==> src/rtl/irq_regport_pkg.sv <==
package irq_regport_pkg;
  localparam logic [7:0] OFF_SEL = 8'h00;
  localparam logic [7:0] OFF_WIN = 8'h10;

  localparam logic [7:0] SEL_ID  = 8'h00;
  localparam logic [7:0] SEL_VER = 8'h01;
  localparam logic [7:0] SEL_ARB = 8'h02;
  localparam logic [7:0] SEL_TBL = 8'h10;

  localparam int F_DS   = 12;
  localparam int F_RP   = 14;
  localparam int F_TRIG = 15;
  localparam int F_MASK = 16;

  // software-writable entry bits: 63:56, 16, 15, 13, 11:0
  localparam logic [63:0] ENT_WR_MASK = 64'hFF00_0000_0001_AFFF;
  localparam logic [63:0] ENT_RST     = 64'h0000_0000_0001_0000;

  typedef enum logic [2:0] {
    K_ID,
    K_VER,
    K_ARB,
    K_ENT,
    K_BAD
  } kind_e;
endpackage

==> src/rtl/irq_regport_decode.sv <==
module irq_regport_decode
  import irq_regport_pkg::*;
#(
  parameter int NUM_PINS = 24,
  localparam int IDX_W = (NUM_PINS > 1) ? $clog2(NUM_PINS) : 1
) (
  input  logic             clk_i,
  input  logic             rst_ni,
  input  logic             wr_en_i,
  input  logic [7:0]       addr_i,
  input  logic [7:0]       wdata_i,
  output logic [7:0]       sel_o,
  output kind_e            kind_o,
  output logic [IDX_W-1:0] idx_o,
  output logic             hi_o
);
  logic [7:0] sel_q;
  logic [7:0] tbl_off;
  logic [6:0] ent_n;

  always_ff @(posedge clk_i or negedge rst_ni) begin
    if (!rst_ni)                          sel_q <= '0;
    else if (wr_en_i && addr_i == OFF_SEL) sel_q <= wdata_i;
  end

  always_comb begin
    tbl_off = sel_q - SEL_TBL;
    ent_n   = tbl_off[7:1];
    idx_o   = ent_n[IDX_W-1:0];
    hi_o    = tbl_off[0];
    if (sel_q == SEL_ID)                   kind_o = K_ID;
    else if (sel_q == SEL_VER)             kind_o = K_VER;
    else if (sel_q == SEL_ARB)             kind_o = K_ARB;
    else if (sel_q < SEL_TBL)              kind_o = K_BAD;
    else if (int'(ent_n) < NUM_PINS)       kind_o = K_ENT;
    else                                   kind_o = K_BAD;
  end

  assign sel_o = sel_q;
endmodule

==> src/rtl/irq_regport_entry.sv <==
module irq_regport_entry
  import irq_regport_pkg::*;
(
  input  logic        clk_i,
  input  logic        rst_ni,
  input  logic        we_lo_i,
  input  logic        we_hi_i,
  input  logic [31:0] wdata_i,
  input  logic        rp_set_i,
  input  logic        rp_clr_i,
  output logic [63:0] ent_o,
  output logic        chg_o
);
  logic [63:0] ent_q, ent_d;
  logic        rp_d;

  always_comb begin
    ent_d = ent_q;
    if (we_lo_i) ent_d[31:0]  = wdata_i;
    if (we_hi_i) ent_d[63:32] = wdata_i;
    ent_d = ent_d & ENT_WR_MASK;
    rp_d  = (ent_q[F_RP] | rp_set_i) & ~rp_clr_i;
    // edge-mode write retires any pending level state
    if ((we_lo_i || we_hi_i) && !ent_d[F_TRIG]) rp_d = 1'b0;
    ent_d[F_RP] = rp_d;
  end

  always_ff @(posedge clk_i or negedge rst_ni) begin
    if (!rst_ni) ent_q <= ENT_RST;
    else         ent_q <= ent_d;
  end

  assign chg_o = we_lo_i && ((ent_d[F_MASK] != ent_q[F_MASK]) ||
                             (ent_d[F_TRIG] != ent_q[F_TRIG]));
  assign ent_o = ent_q;
endmodule

==> src/rtl/irq_route_regport.sv <==
module irq_route_regport
  import irq_regport_pkg::*;
#(
  parameter int NUM_PINS = 24,
  parameter logic [7:0] VER_CODE = 8'h11,
  localparam int IDX_W = (NUM_PINS > 1) ? $clog2(NUM_PINS) : 1
) (
  input  logic                clk_i,
  input  logic                rst_ni,
  input  logic                rd_en_i,
  input  logic                wr_en_i,
  input  logic [7:0]          addr_i,
  input  logic [31:0]         wdata_i,
  output logic [31:0]         rdata_o,
  input  logic [NUM_PINS-1:0] rp_set_i,
  input  logic [NUM_PINS-1:0] rp_clr_i,
  input  logic [NUM_PINS-1:0] ds_i,
  output logic [NUM_PINS-1:0] mask_o,
  output logic [NUM_PINS-1:0] level_o,
  output logic                chg_stb_o,
  output logic [IDX_W-1:0]    chg_idx_o
);
  localparam logic [7:0] MAX_PIN = 8'(NUM_PINS - 1);

  logic [7:0]          sel_w;
  kind_e               kind_w;
  logic [IDX_W-1:0]    idx_w;
  logic                hi_w;
  logic                win_wr;
  logic [63:0]         ent_w [NUM_PINS];
  logic [NUM_PINS-1:0] chg_v;
  logic [NUM_PINS-1:0] rp_w;
  logic [3:0]          id_q;
  logic [31:0]         rd_mux, rdata_q;
  logic [63:0]         rd_ent;
  logic                chg_any, stb_q;
  logic [IDX_W-1:0]    chg_idx, idx_q;

  irq_regport_decode #(.NUM_PINS(NUM_PINS)) u_dec (
    .clk_i   (clk_i),
    .rst_ni  (rst_ni),
    .wr_en_i (wr_en_i),
    .addr_i  (addr_i),
    .wdata_i (wdata_i[7:0]),
    .sel_o   (sel_w),
    .kind_o  (kind_w),
    .idx_o   (idx_w),
    .hi_o    (hi_w)
  );

  assign win_wr = wr_en_i && (addr_i == OFF_WIN);

  for (genvar g = 0; g < NUM_PINS; g++) begin : g_ent
    logic hit;
    assign hit = win_wr && (kind_w == K_ENT) && (idx_w == IDX_W'(g));
    irq_regport_entry u_ent (
      .clk_i    (clk_i),
      .rst_ni   (rst_ni),
      .we_lo_i  (hit && !hi_w),
      .we_hi_i  (hit && hi_w),
      .wdata_i  (wdata_i),
      .rp_set_i (rp_set_i[g]),
      .rp_clr_i (rp_clr_i[g]),
      .ent_o    (ent_w[g]),
      .chg_o    (chg_v[g])
    );
    assign mask_o[g]  = ent_w[g][F_MASK];
    assign level_o[g] = ent_w[g][F_TRIG];
    assign rp_w[g]    = ent_w[g][F_RP];
  end

  always_ff @(posedge clk_i or negedge rst_ni) begin
    if (!rst_ni)                           id_q <= '0;
    else if (win_wr && kind_w == K_ID)     id_q <= wdata_i[27:24];
  end

  always_comb begin
    rd_ent        = ent_w[idx_w];
    rd_ent[F_DS]  = ds_i[idx_w];
    rd_mux        = '0;
    if (addr_i == OFF_SEL) begin
      rd_mux = {24'h0, sel_w};
    end else if (addr_i == OFF_WIN) begin
      unique case (kind_w)
        K_ID, K_ARB: rd_mux = {4'h0, id_q, 24'h0};
        K_VER:       rd_mux = {8'h0, MAX_PIN, 8'h0, VER_CODE};
        K_ENT:       rd_mux = hi_w ? rd_ent[63:32] : rd_ent[31:0];
        default:     rd_mux = '1;
      endcase
    end
  end

  always_comb begin
    chg_any = 1'b0;
    chg_idx = '0;
    for (int i = 0; i < NUM_PINS; i++) begin
      if (chg_v[i]) begin
        chg_any = 1'b1;
        chg_idx = IDX_W'(i);
      end
    end
  end

  always_ff @(posedge clk_i or negedge rst_ni) begin
    if (!rst_ni) begin
      rdata_q <= '0;
      stb_q   <= 1'b0;
      idx_q   <= '0;
    end else begin
      if (rd_en_i) rdata_q <= rd_mux;
      stb_q <= chg_any;
      if (chg_any) idx_q <= chg_idx;
    end
  end

  assign rdata_o   = rdata_q;
  assign chg_stb_o = stb_q;
  assign chg_idx_o = idx_q;
endmodule

==> config.mk <==
export PLATFORM = sky130hd
export DESIGN_NAME = irq_route_regport
export DESIGN_NICKNAME = d
export VERILOG_FILES = /design/src/rtl/irq_regport_pkg.sv /design/src/rtl/irq_regport_decode.sv /design/src/rtl/irq_regport_entry.sv /design/src/rtl/irq_route_regport.sv
export SDC_FILE = /design/constraint.sdc
export NUM_CORES = 1
export LEC_CHECK = 0
export CAP_MARGIN = 20
export CORE_MARGIN = 5
export CORE_UTILIZATION = 25
export CTS_BUF_LIST = sky130_fd_sc_hd__clkbuf_8
export DETAILED_ROUTE_END_ITERATION = 7
export SYNTH_ARGS = -nofsm -noshare
export SYNTH_HDL_FRONTEND = slang
export SYNTH_HIERARCHICAL = 1
export SYNTH_SLANG_ARGS = --single-unit
==> constraint.sdc <==
create_clock -name clk_i -period 8.85 [get_ports clk_i]
set_input_delay 1.3275 -clock clk_i [delete_from_list [all_inputs] [get_ports clk_i]]
set_output_delay 1.3275 -clock clk_i [all_outputs]
set_load 0.03 [all_outputs]
# After elaboration in Yosys (flattened, before gate mapping)
# Cells that the tools add are included.
# classes
n_addsub,1
order_cmp,4
n_eq_ne,77
mux,109
bitwise,73
reduce_logical,202
# op_table
op,n
$mux W17,24
$bmux W64 S5,1
$mux W64,2
$logic_and A1 B1 Y1,124
$mux W5,22
$mux W32,3
$pmux W32 S3,1
$mux W1,50
$logic_or A1 B1 Y1,48
$ne A1 B1 Y1,48
$eq A5 B4 Y1 const B,8
$eq A5 B5 Y1 const B,8
$logic_not A1 Y1,25
$and A1 B1 Y1,24
$not A1 Y1,24
$or A1 B1 Y1,24
$eq A5 B3 Y1 const B,4
$logic_not A8 Y1,2
$mux W3,5
$eq A5 B2 Y1 const B,2
$eq A8 B1 Y1 const B,1
$eq A8 B2 Y1 const B,1
$eq A8 B5 Y1 const B,1
$lt A8 B5 Y1 const B,1
12 further kinds,13
# totals
ff_bits,626
inputBits,116
out_inout_bits,86
wordCells,543

# Logic depth before layout (Yosys ltp)
# Gate-level depths: netlist of run 1.
# depth
depth_word,39
mapped_depth,19
mapped_depth_nobuf,17

# Modules after synthesis
# Netlist of run 1, hierarchy kept.
# modules_own_cells
module,n_inst,cells_per_inst,area_each_um2,seq_area_each_um2
irq_regport_entry,24,98,1303.8,601.8
irq_route_regport,1,1303,14551.5,1051.0
irq_regport_decode,1,42,471.7,200.2

# Least setup slack after synthesis of run 1
# Ideal clock, no wire load.
# synth_timing
path_kind,input -> register
start,input port addr_i[2]
end,register idx_q[0] (netlist: chg_idx_o[0])
setup_time_ns,0.127
t_arrival_ns,4.055
t_required_ns,8.723
setup_slack_ns,4.668
stages,14
path_buffers,2
path_cell_list,or4_4 > nor2_1 > nand3_1 > nor3_1 > nand2_1 > nor3_1 > buf_6 > buf_12 > a21boi_0 > inv_1 > a2111oi_0 > o31ai_1 > a21oi_1 > o21ai_0
# synth_via
elab_cells_between_ends,218
cone_classes,eq/ne (49); mux (71); reduce/logical (98)
# synth_rtl
item,line_no,source
start: declaration,irq_route_regport.sv:12,"input logic [7:0] addr_i,"
$eq A8 B5 Y1 *,irq_route_regport.sv:51,assign win_wr = wr_en_i && (addr_i == OFF_WIN);
$logic_and A1 B1 Y1 *,irq_route_regport.sv:51,
$logic_and A1 B1 Y1 * (2 in series),irq_route_regport.sv:55,assign hit = win_wr && (kind_w == K_ENT) && (idx_w == IDX_W'(g));
$logic_and A1 B1 Y1 *,irq_route_regport.sv:59,".we_lo_i (hit && !hi_w),"
$mux W17,irq_regport_entry.sv:19,if (we_lo_i) ent_d[31:0] = wdata_i;
"$ne A1 B1 Y1, on equally long branches","irq_regport_entry.sv:33, irq_regport_entry.sv:34",
$logic_or A1 B1 Y1,irq_regport_entry.sv:33,assign chg_o = we_lo_i && ((ent_d[F_MASK] != ent_q[F_MASK]) ||
$logic_and A1 B1 Y1 *,irq_regport_entry.sv:33,
net chg_v[8],irq_route_regport.sv:31,logic [NUM_PINS-1:0] chg_v;
$mux W5 or $mux W1 (tied branches) (16 in series),irq_route_regport.sv:97,if (chg_v[i]) begin
end signal: assignment,irq_route_regport.sv:112,if (chg_any) idx_q <= chg_idx;
end: declaration,irq_route_regport.sv:37,"logic [IDX_W-1:0] chg_idx, idx_q;"
# Mark *: on every way through the listed nets, which the timed path passes. The rest lies on a longest branch.
# A chain may end at the register's enable or synchronous reset.

# Worst setup path in the final report of run 1
# layout_timing
start,register u_dec.sel_q[4] (netlist: u_dec/sel_o[4])
end,register idx_q[2] (netlist: chg_idx_o[2])
# layout_via
elab_cells_between_ends,250
cone_classes,add/sub (1); order compare (2); eq/ne (74); mux (74); reduce/logical (99)
# layout_rtl
item,line_no,source
start: declaration,irq_regport_decode.sv:17,logic [7:0] sel_q;
start signal: assignment,irq_regport_decode.sv:23,else if (wr_en_i && addr_i == OFF_SEL) sel_q <= wdata_i;
$sub A8 B5 Y8 *,irq_regport_decode.sv:27,tbl_off = sel_q - SEL_TBL;
net idx_w[3],irq_route_regport.sv:27,logic [IDX_W-1:0] idx_w;
$lt A7 B5 Y1 *,irq_regport_decode.sv:35,else if (int'(ent_n) < NUM_PINS) kind_o = K_ENT;
$mux W3 *,irq_regport_decode.sv:35,
$mux W3 *,irq_regport_decode.sv:34,else if (sel_q < SEL_TBL) kind_o = K_BAD;
$mux W3 *,irq_regport_decode.sv:33,else if (sel_q == SEL_ARB) kind_o = K_ARB;
$mux W3 *,irq_regport_decode.sv:32,else if (sel_q == SEL_VER) kind_o = K_VER;
$mux W3 *,irq_regport_decode.sv:31,if (sel_q == SEL_ID) kind_o = K_ID;
net kind_w[2],irq_route_regport.sv:26,kind_e kind_w;
[... 3 more ...],--,
$logic_and A1 B1 Y1 *,irq_route_regport.sv:59,
$mux W17,irq_regport_entry.sv:19,
"$ne A1 B1 Y1, on equally long branches","irq_regport_entry.sv:33, irq_regport_entry.sv:34",
$logic_or A1 B1 Y1,irq_regport_entry.sv:33,
$logic_and A1 B1 Y1 *,irq_regport_entry.sv:33,
net chg_v[15],irq_route_regport.sv:31,
$mux W1 * (9 in series),irq_route_regport.sv:97,
net chg_any,irq_route_regport.sv:36,"logic chg_any, stb_q;"
# Marks and branches as above.

==> results of run 1 <==
[state kept, by name, summed over array words and instances, names as in the netlist]
name and flops:
id_q 4, g_ent.u_ent/ent_o 576, rdata_o 32, chg_idx_o 5, u_dec/sel_o 8, chg_stb_o 1
[worst max-delay path, stage by stage (launching register included)]
cell and delay [ns]:
dfrtp_1 0.44, inv_2 0.25, ha_1 0.33, nor2_1 0.16, o21ai_0 0.11, a211o_1 0.33
and3_1 0.48, nand3b_1 0.42, nor3_1 1.02, nand3_1 0.65, nor3_2 0.29, buf_4 0.42
a21boi_0 0.83, nor4_1 0.19, nand3_1 0.14, nor3_1 0.09, inv_1 0.15, nor2_1 0.06
a41oi_1 0.17
[through the flow]
stage               hold slack, ns  utilization, %  instance area [um2]  std cells
floorplan                    0.475               -                49600       4585
global placement             0.469            25.5                46800       6165
detailed placement           0.479            25.5                46800       6166
CTS                          0.496            26.8                49100       6365
global route                 0.509            26.8                49200       6376
finish                       0.492            26.8                49200       6377
[per-layer routing]
| layer | routed length, um | share of wire, % | up-vias |
|---|---|---|---|
| met5 | 13 | 0.010 | - |
| met4 | 5390 | 4.2 | 2 |
| met3 | 6010 | 4.7 | 232 |
| met2 | 64800 | 50 | 694 |
| met1 | 52500 | 41 | 14383 |
| li1 | - | - | 11853 |
[power breakdown]
part	total (mW)	switching (mW)	internal (mW)
Clock	2.86	1.28	1.58
Combinational	0.761	0.441	0.320
Sequential	2.89	0.0172	2.87
[worst max path at each step]
stage / start / endpoint / slack (ns) / cells past startpoint
finish: u_dec/sel_o[4]$_DFFE_PN0P_ / chg_idx_o[2]$_DFFE_PN0P_ / 2.18 / 18
global route: u_dec/sel_o[4]$_DFFE_PN0P_ / chg_idx_o[1]$_DFFE_PN0P_ / 1.80 / 16
CTS: u_dec/sel_o[4]$_DFFE_PN0P_ / chg_idx_o[2]$_DFFE_PN0P_ / 2.27 / 16
detailed placement: addr_i[2] / chg_idx_o[2]$_DFFE_PN0P_ / 2.16 / 15
global placement: addr_i[2] / chg_idx_o[1]$_DFFE_PN0P_ / 2.20 / 15
floorplan: addr_i[2] / chg_idx_o[0]$_DFFE_PN0P_ / 4.67 / 14
[layout make-up]
class	instances	area [um2]	area share (%)
Inverter	17	65.1	0.132
Clock inverter	75	613	1.25
Sequential cell	626	15700	31.9
Antenna cell	9	22.5	0.0458
Multi-Input combinational cell	2777	25300	51.4
Tap cell	2464	3080	6.27
Clock buffer	124	1710	3.47
Timing Repair Buffer	285	2690	5.47
[cell usage in the layout (no fill, tap or decap), types with 49 or more instances in the layout]
cell type / n
clkdlybuf4s50_1: 189
conb_1: 936
mux4_2: 355
mux2_2: 348
inv_1: 55
nor2_1: 83
mux2i_1: 140
nor2_2: 49
dfrtp_1: 598
buf_4: 86
nand2_1: 122
clkbuf_8: 124
mux2_4: 216
o21ai_0: 51
==> results.txt, run 1 <==
----------------------------------------------------
[Run status]
  Status ... finished clean

[Yosys]
  Mean Syn Cell Area ... 12.6 um2
  Synth Cell Area ... ~46000 um2
  Warnings from Yosys ... 6
  Number of standard cells after synthesis ... 3673

[Worst setup path]
  Number of cells on the worst reg-to-reg path ... 18
  CP startpoint kind ... flip-flop
  Biggest fanout along the worst timing path ... 21
  Register-to-register setup slack ... about 2.2 ns
  Launch instance of the worst register-to-register path ... u_dec/sel_o[4]$_DFFE_PN0P_
  Type of destination of the critical path ... flip-flop
  Crit Path Class ... reg2reg
  Critical Path AT ... 7.30 ns
  R2R Path End ... chg_idx_o[2]$_DFFE_PN0P_
  Endpoint required time on the critical path ... between 9 and 10 ns

[Floorplanning]
  Die Y-Extent ... ~440 um
  Die area ... 193000 um2
  Core area ... 183000 um2
  Starting Density ... about 25%
  Row Count ... about 160
  Boundary Pins ... 202
  X dimension of the die ... ~440 um

[Timing]
  Max Fclk ... ~150 MHz
  Hold Vio Cnt, Final ... 0
  Setup TNS ... 0 ns
  Ratio of final minimum period to clock period ... between 70% and 80%
  Final setup margin ... 2.18 ns
  Worst Tran Pin Value ... around 1.4 ns
  Setup violators final ... 0
  Setup repair after global routing missed its margin ... false
  Clk_skew ... between 0.03 and 0.04 ns
  Slew Viols, Final ... 0
  Clock period minus worst slack ... roughly 6.7 ns
  Worst slew slack as a fraction of its limit ... 8.18%

[Clock network]
  Maximum root-to-sink buffer count ... 3
  Clock Root Buffer ... clkbuf_8
  Hold bufs inserted after CTS ... 0
  CTS buffer count ... approximately 110
  Post-CTS setup buffers ... 0
  Maximum level of the CTS H-tree ... 3
  Clock insertion delay at the later pin of the skew report ... 0.77 ns
  Number of sinks on the clock net ... roughly 630
  CTS tree ... built
  Post-cts repair resize count ... 0
  Clk slew on worst S/H paths ... ~0.060 ns

[Cells and area]
  Layout net count ... approximately 3900
  Share of layout cells above drive strength 1 ... 33.2%
  Synth-to-Final Area Change ... 6.63%
  Number of inserted filler cells in the final layout ... roughly 19000

[GRT]
  GR Util met2 ... between 20% and 30%
  Number of antenna violations at the first check in global routing ... 12
  Vias in the first global route ... ~28000
  Global-route layer with the greatest usage ... met2
  Met1 demand-to-capacity share in global routing ... between 10% and 20%
  First-pass GRT wire length ... between 150000 and 200000 um
  Met3 capacity usage during global routing ... under 10%
  Residual overflow from global routing ... 0
  Largest net degree at the start of global routing ... roughly 170
  Overall track demand over capacity in global routing ... between 10% and 20%

[Power and ir drop]
  Leakage power figure ... roughly 21 nW
  Overall Power ... ~6.5 mW
  Pwr Density ... roughly 130 nW/um2
  Largest voltage drop on the vdd net ... 0.0931 mV

[Drt]
  First-pass iteration count of the detailed router ... 6
  Number of vias per cell ... approximately 4.3
  Post-route ant nets ... 0
  Via count ... around 27000
  Drt wl/cell ... between 20 and 25 um
  DR DRC count ... 0
  Final Routed Wirelength ... between 100000 and 150000 um
  Violation count after the first detailed-routing iteration ... 1871

[Placement]
  Dpl ws ... approximately 2.2 ns
  Post-detailed-placement half-perimeter wirelength ... 88100 um
  Buffers added on ports ... 192
  Routability Congestion ... 0.824

[Hold path]
  Hold-critical path depth ... 1
  Hold EP ... rdata_o[17]$_DFFE_PN0P_
  Launch instance of the worst min-delay path ... rdata_o[17]$_DFFE_PN0P_
  Worst hold path class ... reg2reg

[Job]
  Max capacitance violation total ... 0

----------------------------------------------------
Power figures use the tool's default switching activity.
==> inputs of run 2 (changes only) <==
==> constraint.sdc (replaced) <==
create_clock -name clk_i -period 6.55 [get_ports clk_i]
set_input_delay 0.9825 -clock clk_i [delete_from_list [all_inputs] [get_ports clk_i]]
set_output_delay 0.9825 -clock clk_i [all_outputs]
set_load 0.03 [all_outputs]
==> results.txt, run 2 (same netlist as run 1, synthesis figures left out) <==
----------------------------------------------------
[Worst setup path]
  Cell with the biggest individual delay on the critical path ... nor2_1
  CP startpoint kind ... flip-flop
  Critical Path AT ... approximately 6 ns
  Biggest fanout along the worst timing path ... 21
  Series of cell instances along the critical path ... inv_2 > ha_1 > nor2_1 > o21ai_0 > a211o_1 > and3_1 > nand4b_1 > nor2_1 > nand2_1 > nor2_2 > buf_4 > a21boi_0 > nor4_1 > nand3_1 > nor3_1 > inv_1 > nor2_1 > a41oi_1
  Endpoint required time on the critical path ... ~7.2 ns
  Type of destination of the critical path ... flip-flop
  Crit Path Class ... reg2reg
  Cell with the most instances on the worst path ... nor2_1
  CP max stage delay ... around 0.71 ns

[Power and ir drop]
  Cell-internal power ... 6.25 mW
  Switching share of power ... between 20% and 30%
  Psw ... roughly 2.3 mW
  Portion of total power attributed to sequential cells ... between 40% and 50%
  Part of the power in combinational logic ... between 10% and 20%
  Largest voltage drop on the vdd net ... about 0.13 mV
  Leakage power figure ... 21.2 nW
  Pwr Density ... between 150 and 200 nW/um2
  Overall Power ... 8.53 mW
  Part of the total power dissipated in the clock network ... 42.1%

[Timing]
  Setup TNS ... 0 ns
  Slew Viols, Final ... 0
  Worst Tran Pin Value ... 1.21 ns
  Ratio of final minimum period to clock period ... around 82%
  Worst hold margin ... roughly 0.26 ns
  Clk_skew ... slightly below 0.05 ns
  Max Fclk ... around 190 MHz
  Hold Vio Cnt, Final ... 0
  Final setup margin ... 1.17 ns
  Setup repair after global routing missed its margin ... false
  Setup violators final ... 0
  Clock period minus worst slack ... 5.38 ns
  Worst slew slack as a fraction of its limit ... a little under a fifth

[Floorplanning]
  X dimension of the die ... 440 um
  Core area ... about 180000 um2
  Die area ... 193000 um2
  Die Y-Extent ... approximately 440 um
  Boundary Pins ... 202
  Starting Density ... between 20% and 30%
  Row Count ... 157

[Cells and area]
  Commonest non-fill, non-tap cells in the layout ... conb_1 (936), dfrtp_1 (598), mux4_2 (355)
  Register Area ... approximately 16000 um2
  Number of flip-flops in the largest register ... ~580
  Leading cell type in the layout, fill and taps excluded ... conb_1
  Post-layout utilization of the core ... ~27%
  Synth-to-Final Area Change ... 6.63%
  Final Non-Filler Cells ... 6382
  Area taken by multi-input logic gates ... about 25000 um2
  Post-route standard cell area excluding fillers ... roughly 49000 um2
  Number of inserted filler cells in the final layout ... around 19000
  Layout net count ... 3949
  Share of layout cells above drive strength 1 ... between 30% and 40%

[Drt]
  Violation count after the first detailed-routing iteration ... about 2000
  Post-route ant nets ... 0
  Drt wl/cell ... around 20 um
  Number of vias per cell ... ~4.2
  DR DRC count ... 0
  First-pass iteration count of the detailed router ... 5
  Via count ... roughly 27000
  Final Routed Wirelength ... 126000 um

[GRT]
  Residual overflow from global routing ... 0
  First-pass GRT wire length ... between 150000 and 200000 um
  Vias in the first global route ... about 28000
  Overall track demand over capacity in global routing ... between 10 and 15%
  Number of antenna violations at the first check in global routing ... 11
  Largest net degree at the start of global routing ... 162

[Clock network]
  Clk slew on worst S/H paths ... 0.06 ns
  Clock Root Buffer ... clkbuf_8
  Clock insertion delay at the later pin of the skew report ... ~0.75 ns
  Hold bufs inserted after CTS ... 0
  Number of sinks on the clock net ... about 630
  Post-cts repair resize count ... 0
  Post-CTS setup buffers ... 0
  CTS buffer count ... 108
  Maximum level of the CTS H-tree ... 3
  CTS tree ... built
  Maximum root-to-sink buffer count ... 3

[Hold path]
  Worst hold path class ... in2async

[Run status]
  Status ... finished clean

[Job]
  Max capacitance violation total ... 0

[Placement]
  Post-detailed-placement half-perimeter wirelength ... roughly 88000 um
  Total instance count after detailed placement ... 6180
  Dpl ws ... approximately 1.2 ns
  Buffers added on ports ... 192
  Routability Congestion ... ~0.86
  Total placed instance area ... around 47000 um2

----------------------------------------------------
[run 2: cell count changes in the layout (fill, tap and decap cells not counted), moves of 7 or more]
cell	change
nor2_2	-7
buf_4	+13
clkbuf_8	+11
nor2_1	+7
bufinv_16	-8
[run 2: path summary, 6_finish.rpt]
path                                             from  slack [ns]                                   end  cells after the start
hold / removal                                 rst_ni        0.26    g_ent[5].u_ent/ent_o[15]$_DFF_PN0_                      1
setup / recovery           u_dec/sel_o[4]$_DFFE_PN0P_        1.17              chg_idx_o[1]$_DFFE_PN0P_                     18
min in group clk_i            rdata_o[22]$_DFFE_PN0P_        0.49               rdata_o[22]$_DFFE_PN0P_                      1
setup reg to reg           u_dec/sel_o[4]$_DFFE_PN0P_        1.17              chg_idx_o[1]$_DFFE_PN0P_                     18
hold reg to reg               rdata_o[22]$_DFFE_PN0P_        0.49               rdata_o[22]$_DFFE_PN0P_                      1
max in group asynchronous                      rst_ni        4.81  g_ent[16].u_ent/ent_o[8]$_DFFE_PN0P_                      2
[run 2: layout make-up]
cell class,count,area share (%)
antenna,10,0.0509
clock buffer,135,3.78
clock inverter,52,0.608
inverter,17,0.132
multi-input combinational,2777,51.4
sequential,626,31.9
tap,2464,6.27
timing repair buffer,301,5.83
[run 2: layer usage]
layer,vias up,global-route usage [%],part of all wire (%)
li1,11882,-,-
met3,214,2.08,4.7
met4,4,4.86,4.2
met5,-,0,0.019
met2,662,21.9,50
met1,14324,15.9,41
[run 2: worst max-delay path, delay by kind of cell, from the launching register on]
kind	cells	cell delay [ns]
AND/OR/NAND/NOR	10	2.75
AO/OA/AOI/OAI	4	1.14
buffers and inverters	3	0.70
flip-flops	1	0.42
adder cells (fa/ha/maj)	1	0.29
[run 2: power groups by stage]
stage          registers, mW  logic (mW)  clock network (mW)
4_1_cts                 3.91       0.991                3.69
6_report                3.91        1.03                3.59
3_5_place_dp            3.98       0.989                   0
2_1_floorplan           3.96        1.03                   0
3_3_place_gp            3.98       0.982                   0
5_1_grt                 3.91        1.12                3.86
